===== config.mk =====
export PLATFORM = sky130hd
export DESIGN_NAME = uart_frame_tx
export DESIGN_NICKNAME = d
export VERILOG_FILES = /design/src/rtl/tx_pkg.sv /design/src/rtl/tx_bit_timer.sv /design/src/rtl/tx_hold_buf.sv /design/src/rtl/tx_frame_fsm.sv /design/src/rtl/uart_frame_tx.sv
export SDC_FILE = /design/constraint.sdc
export NUM_CORES = 1
export LEC_CHECK = 0
export BUFFER_PORTS_ARGS = -buffer_cell sky130_fd_sc_hd__buf_2
export CAP_MARGIN = 20
export CORE_MARGIN = 8
export CORE_UTILIZATION = 62
export DETAILED_ROUTE_END_ITERATION = 6
export PLACE_DENSITY = 0.87
export SLEW_MARGIN = 20
export SYNTH_ARGS = -nofsm -noshare
export SYNTH_HDL_FRONTEND = slang
export SYNTH_SLANG_ARGS = --single-unit

===== constraint.sdc =====
create_clock -name clk -period 5.5 [get_ports clk]
set_clock_uncertainty 0.15 [all_clocks]
set_input_delay 0.275 -clock clk [delete_from_list [all_inputs] [get_ports clk]]
set_output_delay 0.275 -clock clk [all_outputs]
set_load 0.01 [all_outputs]

===== src/rtl/tx_pkg.sv =====
package tx_pkg;
    typedef enum logic [2:0] {
        ST_IDLE   = 3'd0,
        ST_START  = 3'd1,
        ST_DATA   = 3'd2,
        ST_PARITY = 3'd3,
        ST_STOP   = 3'd4
    } tx_state_t;

    localparam int MIN_BITS = 5;
endpackage


===== src/rtl/tx_bit_timer.sv =====
module tx_bit_timer #(
    parameter int OVERSAMPLE = 16
) (
    input  logic clk,
    input  logic rst_n,
    input  logic run,
    input  logic restart,
    input  logic baud_tick,
    input  logic double_speed,
    output logic bit_end
);
    localparam int CW = $clog2(OVERSAMPLE);

    logic [CW-1:0] cnt_q;
    logic [CW-1:0] last_cnt;

    always_comb begin
        last_cnt = double_speed ? CW'(OVERSAMPLE / 2 - 1) : CW'(OVERSAMPLE - 1);
        bit_end  = run && baud_tick && (cnt_q == last_cnt);
    end

    always_ff @(posedge clk or negedge rst_n) begin
        if (!rst_n) begin
            cnt_q <= '0;
        end else if (restart || !run) begin
            cnt_q <= '0;
        end else if (baud_tick) begin
            if (bit_end) cnt_q <= '0;
            else         cnt_q <= cnt_q + 1'b1;
        end
    end
endmodule


===== src/rtl/tx_hold_buf.sv =====
module tx_hold_buf #(
    parameter int MAX_BITS = 9
) (
    input  logic                clk,
    input  logic                rst_n,
    input  logic                wr_en,
    input  logic [MAX_BITS-1:0] wr_data,
    input  logic                take,
    output logic                accept,
    output logic                full,
    output logic [MAX_BITS-1:0] data
);
    assign accept = wr_en && !full;

    always_ff @(posedge clk or negedge rst_n) begin
        if (!rst_n) begin
            full <= 1'b0;
            data <= '0;
        end else begin
            if (take)   full <= 1'b0;
            if (accept) begin
                full <= 1'b1;
                data <= wr_data;
            end
        end
    end
endmodule


===== src/rtl/tx_frame_fsm.sv =====
module tx_frame_fsm
    import tx_pkg::*;
#(
    parameter int MAX_BITS = 9
) (
    input  logic                clk,
    input  logic                rst_n,
    input  logic                buf_full,
    input  logic [MAX_BITS-1:0] buf_data,
    input  logic [2:0]          bits_code,
    input  logic                parity_en,
    input  logic                parity_odd,
    input  logic                two_stop,
    input  logic                bit_end,
    input  logic                wr_accept,
    output logic                load,
    output tx_state_t           state,
    output logic                tx_line,
    output logic                tx_done
);
    localparam int NW = $clog2(MAX_BITS + 1);

    tx_state_t           state_q, state_d;
    logic [MAX_BITS-1:0] shift_q;
    logic [NW-1:0]       nbits_q, idx_q, want_bits;
    logic                par_en_q, two_q, par_q, stop_cnt_q;
    logic                par_calc, finish, last_data, last_stop;

    always_comb begin
        if (32'(bits_code) + MIN_BITS > MAX_BITS) want_bits = NW'(MAX_BITS);
        else                                      want_bits = NW'(32'(bits_code) + MIN_BITS);
        par_calc = parity_odd;
        for (int i = 0; i < MAX_BITS; i++) begin
            if (i < int'(want_bits)) par_calc = par_calc ^ buf_data[i];
        end
    end

    assign last_data = (idx_q == nbits_q - 1'b1);
    assign last_stop = !two_q || stop_cnt_q;

    // Next-state and load decision
    always_comb begin
        state_d = state_q;
        load    = 1'b0;
        finish  = 1'b0;
        unique case (state_q)
            ST_IDLE: begin
                if (buf_full) begin
                    load    = 1'b1;
                    state_d = ST_START;
                end
            end
            ST_START: begin
                if (bit_end) state_d = ST_DATA;
            end
            ST_DATA: begin
                if (bit_end && last_data) state_d = par_en_q ? ST_PARITY : ST_STOP;
            end
            ST_PARITY: begin
                if (bit_end) state_d = ST_STOP;
            end
            ST_STOP: begin
                if (bit_end && last_stop) begin
                    if (buf_full) begin
                        load    = 1'b1;
                        state_d = ST_START;
                    end else begin
                        finish  = 1'b1;
                        state_d = ST_IDLE;
                    end
                end
            end
            default: state_d = ST_IDLE;
        endcase
    end

    // State register with frame context
    always_ff @(posedge clk or negedge rst_n) begin
        if (!rst_n) begin
            state_q    <= ST_IDLE;
            shift_q    <= '0;
            nbits_q    <= NW'(MAX_BITS);
            idx_q      <= '0;
            par_en_q   <= 1'b0;
            two_q      <= 1'b0;
            par_q      <= 1'b0;
            stop_cnt_q <= 1'b0;
        end else begin
            state_q <= state_d;
            if (load) begin
                shift_q    <= buf_data;
                nbits_q    <= want_bits;
                par_en_q   <= parity_en;
                two_q      <= two_stop;
                par_q      <= par_calc;
                idx_q      <= '0;
                stop_cnt_q <= 1'b0;
            end else if (bit_end) begin
                if (state_q == ST_DATA) begin
                    shift_q <= shift_q >> 1;
                    idx_q   <= idx_q + 1'b1;
                end
                if (state_q == ST_STOP) stop_cnt_q <= 1'b1;
            end
        end
    end

    // Outputs
    always_comb begin
        unique case (state_q)
            ST_START:  tx_line = 1'b0;
            ST_DATA:   tx_line = shift_q[0];
            ST_PARITY: tx_line = par_q;
            default:   tx_line = 1'b1;
        endcase
    end

    always_ff @(posedge clk or negedge rst_n) begin
        if (!rst_n)         tx_done <= 1'b0;
        else if (wr_accept) tx_done <= 1'b0;
        else if (finish)    tx_done <= 1'b1;
    end

    assign state = state_q;
endmodule


===== src/rtl/uart_frame_tx.sv =====
module uart_frame_tx
    import tx_pkg::*;
#(
    parameter int MAX_BITS   = 9,
    parameter int OVERSAMPLE = 16
) (
    input  logic                clk,
    input  logic                rst_n,
    input  logic                baud_tick,
    input  logic                double_speed,
    input  logic [2:0]          data_bits,
    input  logic                parity_en,
    input  logic                parity_odd,
    input  logic                two_stop,
    input  logic                wr_en,
    input  logic [MAX_BITS-1:0] wr_data,
    output logic                tx_line,
    output logic                buf_empty,
    output logic                tx_done
);
    logic                buf_full, wr_accept, load, bit_end;
    logic [MAX_BITS-1:0] hold_q;
    tx_state_t           fsm_state;

    tx_hold_buf #(.MAX_BITS(MAX_BITS)) u_buf (
        .clk     (clk),
        .rst_n   (rst_n),
        .wr_en   (wr_en),
        .wr_data (wr_data),
        .take    (load),
        .accept  (wr_accept),
        .full    (buf_full),
        .data    (hold_q)
    );

    tx_bit_timer #(.OVERSAMPLE(OVERSAMPLE)) u_timer (
        .clk          (clk),
        .rst_n        (rst_n),
        .run          (fsm_state != ST_IDLE),
        .restart      (load),
        .baud_tick    (baud_tick),
        .double_speed (double_speed),
        .bit_end      (bit_end)
    );

    tx_frame_fsm #(.MAX_BITS(MAX_BITS)) u_fsm (
        .clk        (clk),
        .rst_n      (rst_n),
        .buf_full   (buf_full),
        .buf_data   (hold_q),
        .bits_code  (data_bits),
        .parity_en  (parity_en),
        .parity_odd (parity_odd),
        .two_stop   (two_stop),
        .bit_end    (bit_end),
        .wr_accept  (wr_accept),
        .load       (load),
        .state      (fsm_state),
        .tx_line    (tx_line),
        .tx_done    (tx_done)
    );

    assign buf_empty = !buf_full;
endmodule


* Word-level counts from Yosys, hierarchy flattened *
Index checks and enable logic that the tools add are counted.

operators by class
  add/sub/neg operators = 4
  muxes and demuxes = 42
  multiply operators = 0
  shifts and indexed selects = 0
  magnitude comparators = 10
  bitwise gates (word level) = 9
  div/mod/pow operators = 0
  eq/ne operators = 11
  reductions and logical operators = 21

operators by type and width
  kind                 count
  $mux 4               8
  $mux 9               3
  $mux 1               22
  $mux 3               6
  $lt 3x4->1 const A   4
  $pmux 3 s5           1
  $reduce_bool 2->1    6
  $xor 1x1->1          9
  $add 4x1->4 const B  2
  $eq 4x4->1           2
  $lt 1x4->1 const A   2
  $lt 2x4->1 const A   2
  $ne 2x1->1 const B   4
  $eq 3x2->1 const B   2
  $logic_and 1x1->1    5
  $reduce_and 5->1     1
  $add 3x3->4 const B  1
  $gt 4x4->1 const B   1
  $lt 4x4->1 const A   1
  $reduce_and 2->1     2
  $sub 4x1->4 const B  1
  $eq 3x1->1 const B   1
  $eq 3x3->1 const B   1
  $logic_not 1->1      3
  6 further kinds      7

storage, ports and cells
  register bits after elaboration = 39
  bits of input ports = 20
  bits in writable memories = 0
  memory bits (read-only) = 0
  logic and storage cells = 109
  memories = 0
  latch bits = 0
  output and inout port bits = 3

* Logic depth before layout (Yosys ltp) *
  depth after elaboration = 21
  depth in mapped cells = 10
  gate-level depth less buffers = 9

* Modules after synthesis *
From an unflattened synthesis, not the netlist that was laid out.

unflattened totals
  cells, all modules = 229
  area, all modules = 2230.9 µm²

modules (own cells, without submodules)
  module         area an instance (µm²)  seq. area each (µm²)  times used  cells an instance
  tx_frame_fsm   1564.0                  628.1                 1           180
  tx_hold_buf    414.1                   250.2                 1           23
  tx_bit_timer   242.7                   100.1                 1           24
  uart_frame_tx  10.0                    0.0                   1           2

* Worst setup path before layout *
Ideal clock, no wire load.

  path type = input -> register
  start point = input data_bits[0]
  end point = register u_fsm.par_q
  path buffers = 1
  setup time = 0.080 ns
  stages on the path = 10
  required time = 5.270 ns
  arrival = 2.322 ns
  setup slack = 2.948 ns
  path through = buf_4 -> inv_2 -> ha_1 -> nor4b_1 -> a21oi_2 -> a211oi_1 -> o41a_1 -> or4_4 -> and2_4 -> o211ai_2

between the ends
  longest elaborated chain between the ends = 21
  elaborated cells on any way between the ends = 29
  classes of those cells = add/sub (1); order compare (10); mux (10); bitwise (8)

ends and longest elaborated chain
  item                  line                                    text
  start, declared       uart_frame_tx.sv:11                     input logic [2:0] data_bits,
  $add 3x3->4 (*)       tx_frame_fsm.sv:30, tx_frame_fsm.sv:31
  $gt 4x4->1            tx_frame_fsm.sv:30                      if (32'(bits_code) + MIN_BITS > MAX_BITS) want_bits = NW'(MAX_BITS);
  $mux 4 (*)            tx_frame_fsm.sv:30
  $lt 1x4->1            tx_frame_fsm.sv:34                      if (i < int'(want_bits)) par_calc = par_calc ^ buf_data[i];
  $mux 1                tx_frame_fsm.sv:34
  $xor 1x1->1           tx_frame_fsm.sv:34
  $mux 1                tx_frame_fsm.sv:34
  $xor 1x1->1           tx_frame_fsm.sv:34
  (+5 left out)         n/a
  $xor 1x1->1           tx_frame_fsm.sv:34
  $mux 1                tx_frame_fsm.sv:34
  $xor 1x1->1           tx_frame_fsm.sv:34
  $mux 1                tx_frame_fsm.sv:34
  $xor 1x1->1           tx_frame_fsm.sv:34
  $mux 1                tx_frame_fsm.sv:34
  $xor 1x1->1           tx_frame_fsm.sv:34
  $mux 1 (*)            tx_frame_fsm.sv:34
  end signal, assigned  tx_frame_fsm.sv:95                      par_q <= par_calc;
  end, declared         tx_frame_fsm.sv:26                      logic par_en_q, two_q, par_q, stop_cnt_q;

Mark *: on every way between the ends. The rest lies on a longest branch, timed or not.
A chain may end at the register's enable or synchronous reset.

* Worst setup path after layout *
  start point = register u_timer.cnt_q[3]
  end point = register u_fsm.par_q

between the ends
  longest elaborated chain between the ends = 5

ends and longest elaborated chain
  item                    line                text
  start, declared         tx_bit_timer.sv:14  logic [CW-1:0] cnt_q;
  start signal, assigned  tx_bit_timer.sv:29  else cnt_q <= cnt_q + 1'b1;
  $eq 4x4->1              tx_bit_timer.sv:19  bit_end = run && baud_tick && (cnt_q == last_cnt);
  $logic_and 1x1->1       tx_bit_timer.sv:19
  $logic_and 1x1->1       tx_frame_fsm.sv:63  if (bit_end && last_stop) begin
  $mux 1                  tx_frame_fsm.sv:63
  $pmux 1 s2              tx_frame_fsm.sv:46  unique case (state_q)

No other way between the ends.

==> key figures <==
Run status
  – Run status: complete, no violations

Drt
  – Routed wire length per instance: 14.9 um
  – First-pass detailed-route iteration total: 4
  – Residual DRC count: 0
  – Count of nets left with antenna violations after detail routing: 0
  – First-iteration detailed-routing DRC count: 98
  – Avg Vias per Cell: 5.95
  – Count of vias placed by the detailed router: 1898
  – Overall routed net length: 4.75 mm

Critical path
  – Reg-to-reg startpoint: u_timer.cnt_q[3]
  – Type of origin of the critical path: flop
  – Largest driver fanout on the critical path: 25
  – Crit path capture type: flop
  – CP required: 5610 ps
  – Worst setup path startpoint: u_timer.cnt_q[3]
  – Worst EP arrival: 2880 ps
  – Kind of critical path: reg2reg

Die
  – Initial Utilization: 63.0%
  – Site Rows: 22
  – Boundary pin count: 23
  – Die area: 5820 sq um
  – Die Ht: 76.3 um
  – Core region area: 3580 sq um
  – Width of the die: 76.3 um

Synth
  – Share of the synthesized area in compound gates (AO/OA/AOI/OAI): 15.4%
  – Number of enable flip-flop cells after synthesis: 0
  – Mux contribution to synthesized area: 4.89%
  – Synthesized netlist cell count: 251
  – Post-Synthesis Cell Area: 2250 sq um
  – Cell type contributing the most total cell area after synthesis: sky130_fd_sc_hd__dfrtp_1
  – Cells taking the most area after synthesis: sky130_fd_sc_hd__dfrtp_1 (41%), sky130_fd_sc_hd__nand2_1 (6.5%), sky130_fd_sc_hd__mux2_2 (4.0%), sky130_fd_sc_hd__nor2_1 (3.8%), sky130_fd_sc_hd__xor2_1 (3.1%)
  – Synth Area per Inst: 8.98 sq um
  – Basic-gate share of the synthesized area counting and, or, nand and nor cells: 23.3%
  – Most common flop cell mapped by yosys: sky130_fd_sc_hd__dfrtp_1
  – Synth Area in Adders: 2.78%
  – Synth Register Bits: 39
  – Fraction of registers with async set or reset after synthesis: 100%
  – Share of the synthesized area in the top cell type: 41.1%
  – Net count after synthesis: 276
  – Xor and xnor area share after synthesis: 5.44%
  – Largest family of logic cells by synthesized area: simple AND/OR/NAND/NOR gates
  – Number of synthesis warnings: 0
  – Unique cell type count in the Yosys netlist: 51
  – Share of synthesized area occupied by flip-flops and latches: 43.4%

STA
  – Worst hold slack across all endpoints: 17.7 ps
  – Ratio of final minimum period to clock period: 50.4%
  – Final Max Tran Viols: 0
  – Actual slew at the worst max-slew pin: 849 ps
  – Setup TNS: 0 ps
  – Setup-failing EPs final: 0
  – Unrepaired setup endpoints after global routing: false
  – Number of hold violations in the final report: 0
  – Maximum achievable frequency: 0.361 GHz
  – Worst slew margin relative to its limit: 43.3%
  – Final critical delay including setup and external delays: 2770 ps

Job
  – Count of max-cap constraint violations: 0

Power and ir drop
  – Share of total power in combinational logic: 39.0%
  – Reg power frac: 47.8%
  – Cell Int Power: 647 uW
  – Power density relative to cell area: 436 nW/um^2
  – Leakage component of the power: 1.13 nW
  – Fraction of power spent switching nets: 39.5%
  – Post-layout total power: 1.07 mW
  – Net switching power figure: 422 uW
  – VDD IR-drop max: 0.276 mV
  – Clock network power share: 13.2%

Clocking
  – Deepest clock path buffer count: 2
  – Later-pin clock latency in the skew report: 350 ps
  – Clock tree from TritonCTS: yes
  – H-tree depth: 2
  – Clock sink total: 39
  – Number of setup buffers added after CTS: 0
  – TritonCTS buffer count: 5
  – Clock-pin slew on the worst setup and hold paths: 130 ps
  – Root buf cell: sky130_fd_sc_hd__clkbuf_4

Place
  – Detailed placer's ending HPWL: 3.41 mm
  – Number of I/O port buffers: 22
  – Total cell area at the placement stage: 2350 sq um
  – Routability-driven placement congestion ratio: 0.855

Finish
  – Commonest non-fill, non-tap cells in the layout: sky130_fd_sc_hd__nand2_1 (39), sky130_fd_sc_hd__dfrtp_1 (37), sky130_fd_sc_hd__nor2_1 (23), sky130_fd_sc_hd__buf_2 (22), sky130_fd_sc_hd__nand3_1 (11)
  – Net count reported at finish: 295
  – Inserted Diodes: 0
  – Growth of design area from synthesis to finish: 8.66%
  – Post-route cell area: 2450 sq um
  – Most frequent standard cell in the layout excluding fill and tap cells: sky130_fd_sc_hd__nand2_1
  – Share of cells above drive strength 1: 17.7%
  – Final core utilization: 68.4%

GRT
  – Global-route usage over all layers: 16.5%
  – Wire length of the first global-routing pass: 8.13 mm
  – Pin count of the biggest net entering global routing: 40
  – GR Overflow Total: 0
  – Number of global-route vias before repair: 1851
  – Antenna violations before repair: 0

Min path
  – Hold path startpoint: wr_data[1]
  – Path category of the worst min-delay check: in2reg
metrics by stage:
| step | worst slack (ps) | instances |
|---|---|---|
| floorplan | 2950 | 251 |
| global placement | 2800 | 307 |
| detailed placement | 2740 | 307 |
| CTS | 2740 | 319 |
| global route | 2530 | 319 |
| finish | 2730 | 319 |
cells by family after synthesis:
logic type,Yosys count
DFF,39
AOI/OAI and AO/OA,51
muxes,10
xor gates and xnor gates,14
and+or+nand+nor,109
buffers and inverters,23
adders and majority gates,5
sequential cells by signal (all words and copies together) (netlist names), 3 cells and up:
name	flops
u_fsm.idx_q	4
u_fsm.nbits_q	4
u_timer.cnt_q	4
u_buf.data	9
u_fsm.state	3
u_fsm.shift_q	9
final timing paths:
| path | cells past startpoint | slack, ps | end |
|---|---|---|---|
| setup / recovery | 6 | 2730 | u_fsm.par_q |
| hold / removal | 2 | 20 | u_buf.data[1] |
| setup reg to reg | 6 | 2730 | u_fsm.par_q |
| hold reg to reg | 2 | 350 | u_fsm.nbits_q[3] |
| max in group asynchronous | 2 | 4280 | u_fsm.shift_q[5] |
| min in group asynchronous | 2 | 400 | u_fsm.tx_done |
critical path: stages (launching register included):
cell                       delay, ps
sky130_fd_sc_hd__dfrtp_1         420
sky130_fd_sc_hd__xor2_1          190
sky130_fd_sc_hd__nand4_1         260
sky130_fd_sc_hd__o21ai_0         300
sky130_fd_sc_hd__nand3_1         630
sky130_fd_sc_hd__or3_1           590
sky130_fd_sc_hd__o211ai_2        140
final cells by class:
cell class | instances | area [sq um]
sequential | 39 | 978
clock inverter | 2 | 12.5
tap | 48 | 60.1
multi-input combinational | 189 | 1170
clock buffer | 6 | 41.3
timing repair buffer | 27 | 158
fill | 295 | 1130
inverter | 8 | 30.0
timing repair:
action | in CTS | in global routing
hold buffers | 4 | 0
endpoints found under the setup margin | 0 | 0
hold endpoints to repair | 40 | 0
gates resized for setup | 0 | 0
cells in the mapped netlist (7+ instances only):
master / instances
sky130_fd_sc_hd__mux2_2: 8
sky130_fd_sc_hd__nor3_1: 10
sky130_fd_sc_hd__nor2_1: 23
sky130_fd_sc_hd__xor2_1: 8
sky130_fd_sc_hd__inv_1: 7
sky130_fd_sc_hd__a31oi_1: 9
sky130_fd_sc_hd__nand2_1: 39
sky130_fd_sc_hd__dfrtp_1: 37
sky130_fd_sc_hd__o21ai_0: 8
sky130_fd_sc_hd__a21oi_1: 10
sky130_fd_sc_hd__clkbuf_1: 10
sky130_fd_sc_hd__nand3_1: 11
power by group through the flow:
stage          combinational, mW  sequential [mW]  clock, mW
3_3_place_gp               0.394            0.507          0
3_5_place_dp               0.411            0.513          0
4_1_cts                    0.419            0.507      0.144
2_1_floorplan              0.349            0.470          0
6_report                   0.416            0.511      0.141
5_1_grt                    0.467            0.524      0.155
metal layers:
layer	vias up	wire length, um	part of all wire (%)	global-route usage, %
li1	931	-	-	-
met4	0	36	0.76	5.00
met2	52	2440	51	29.6
met3	6	200	4.2	4.13
met5	-	0	0	0
met1	909	2070	44	18.6
(Power assumes the default switching activity.)
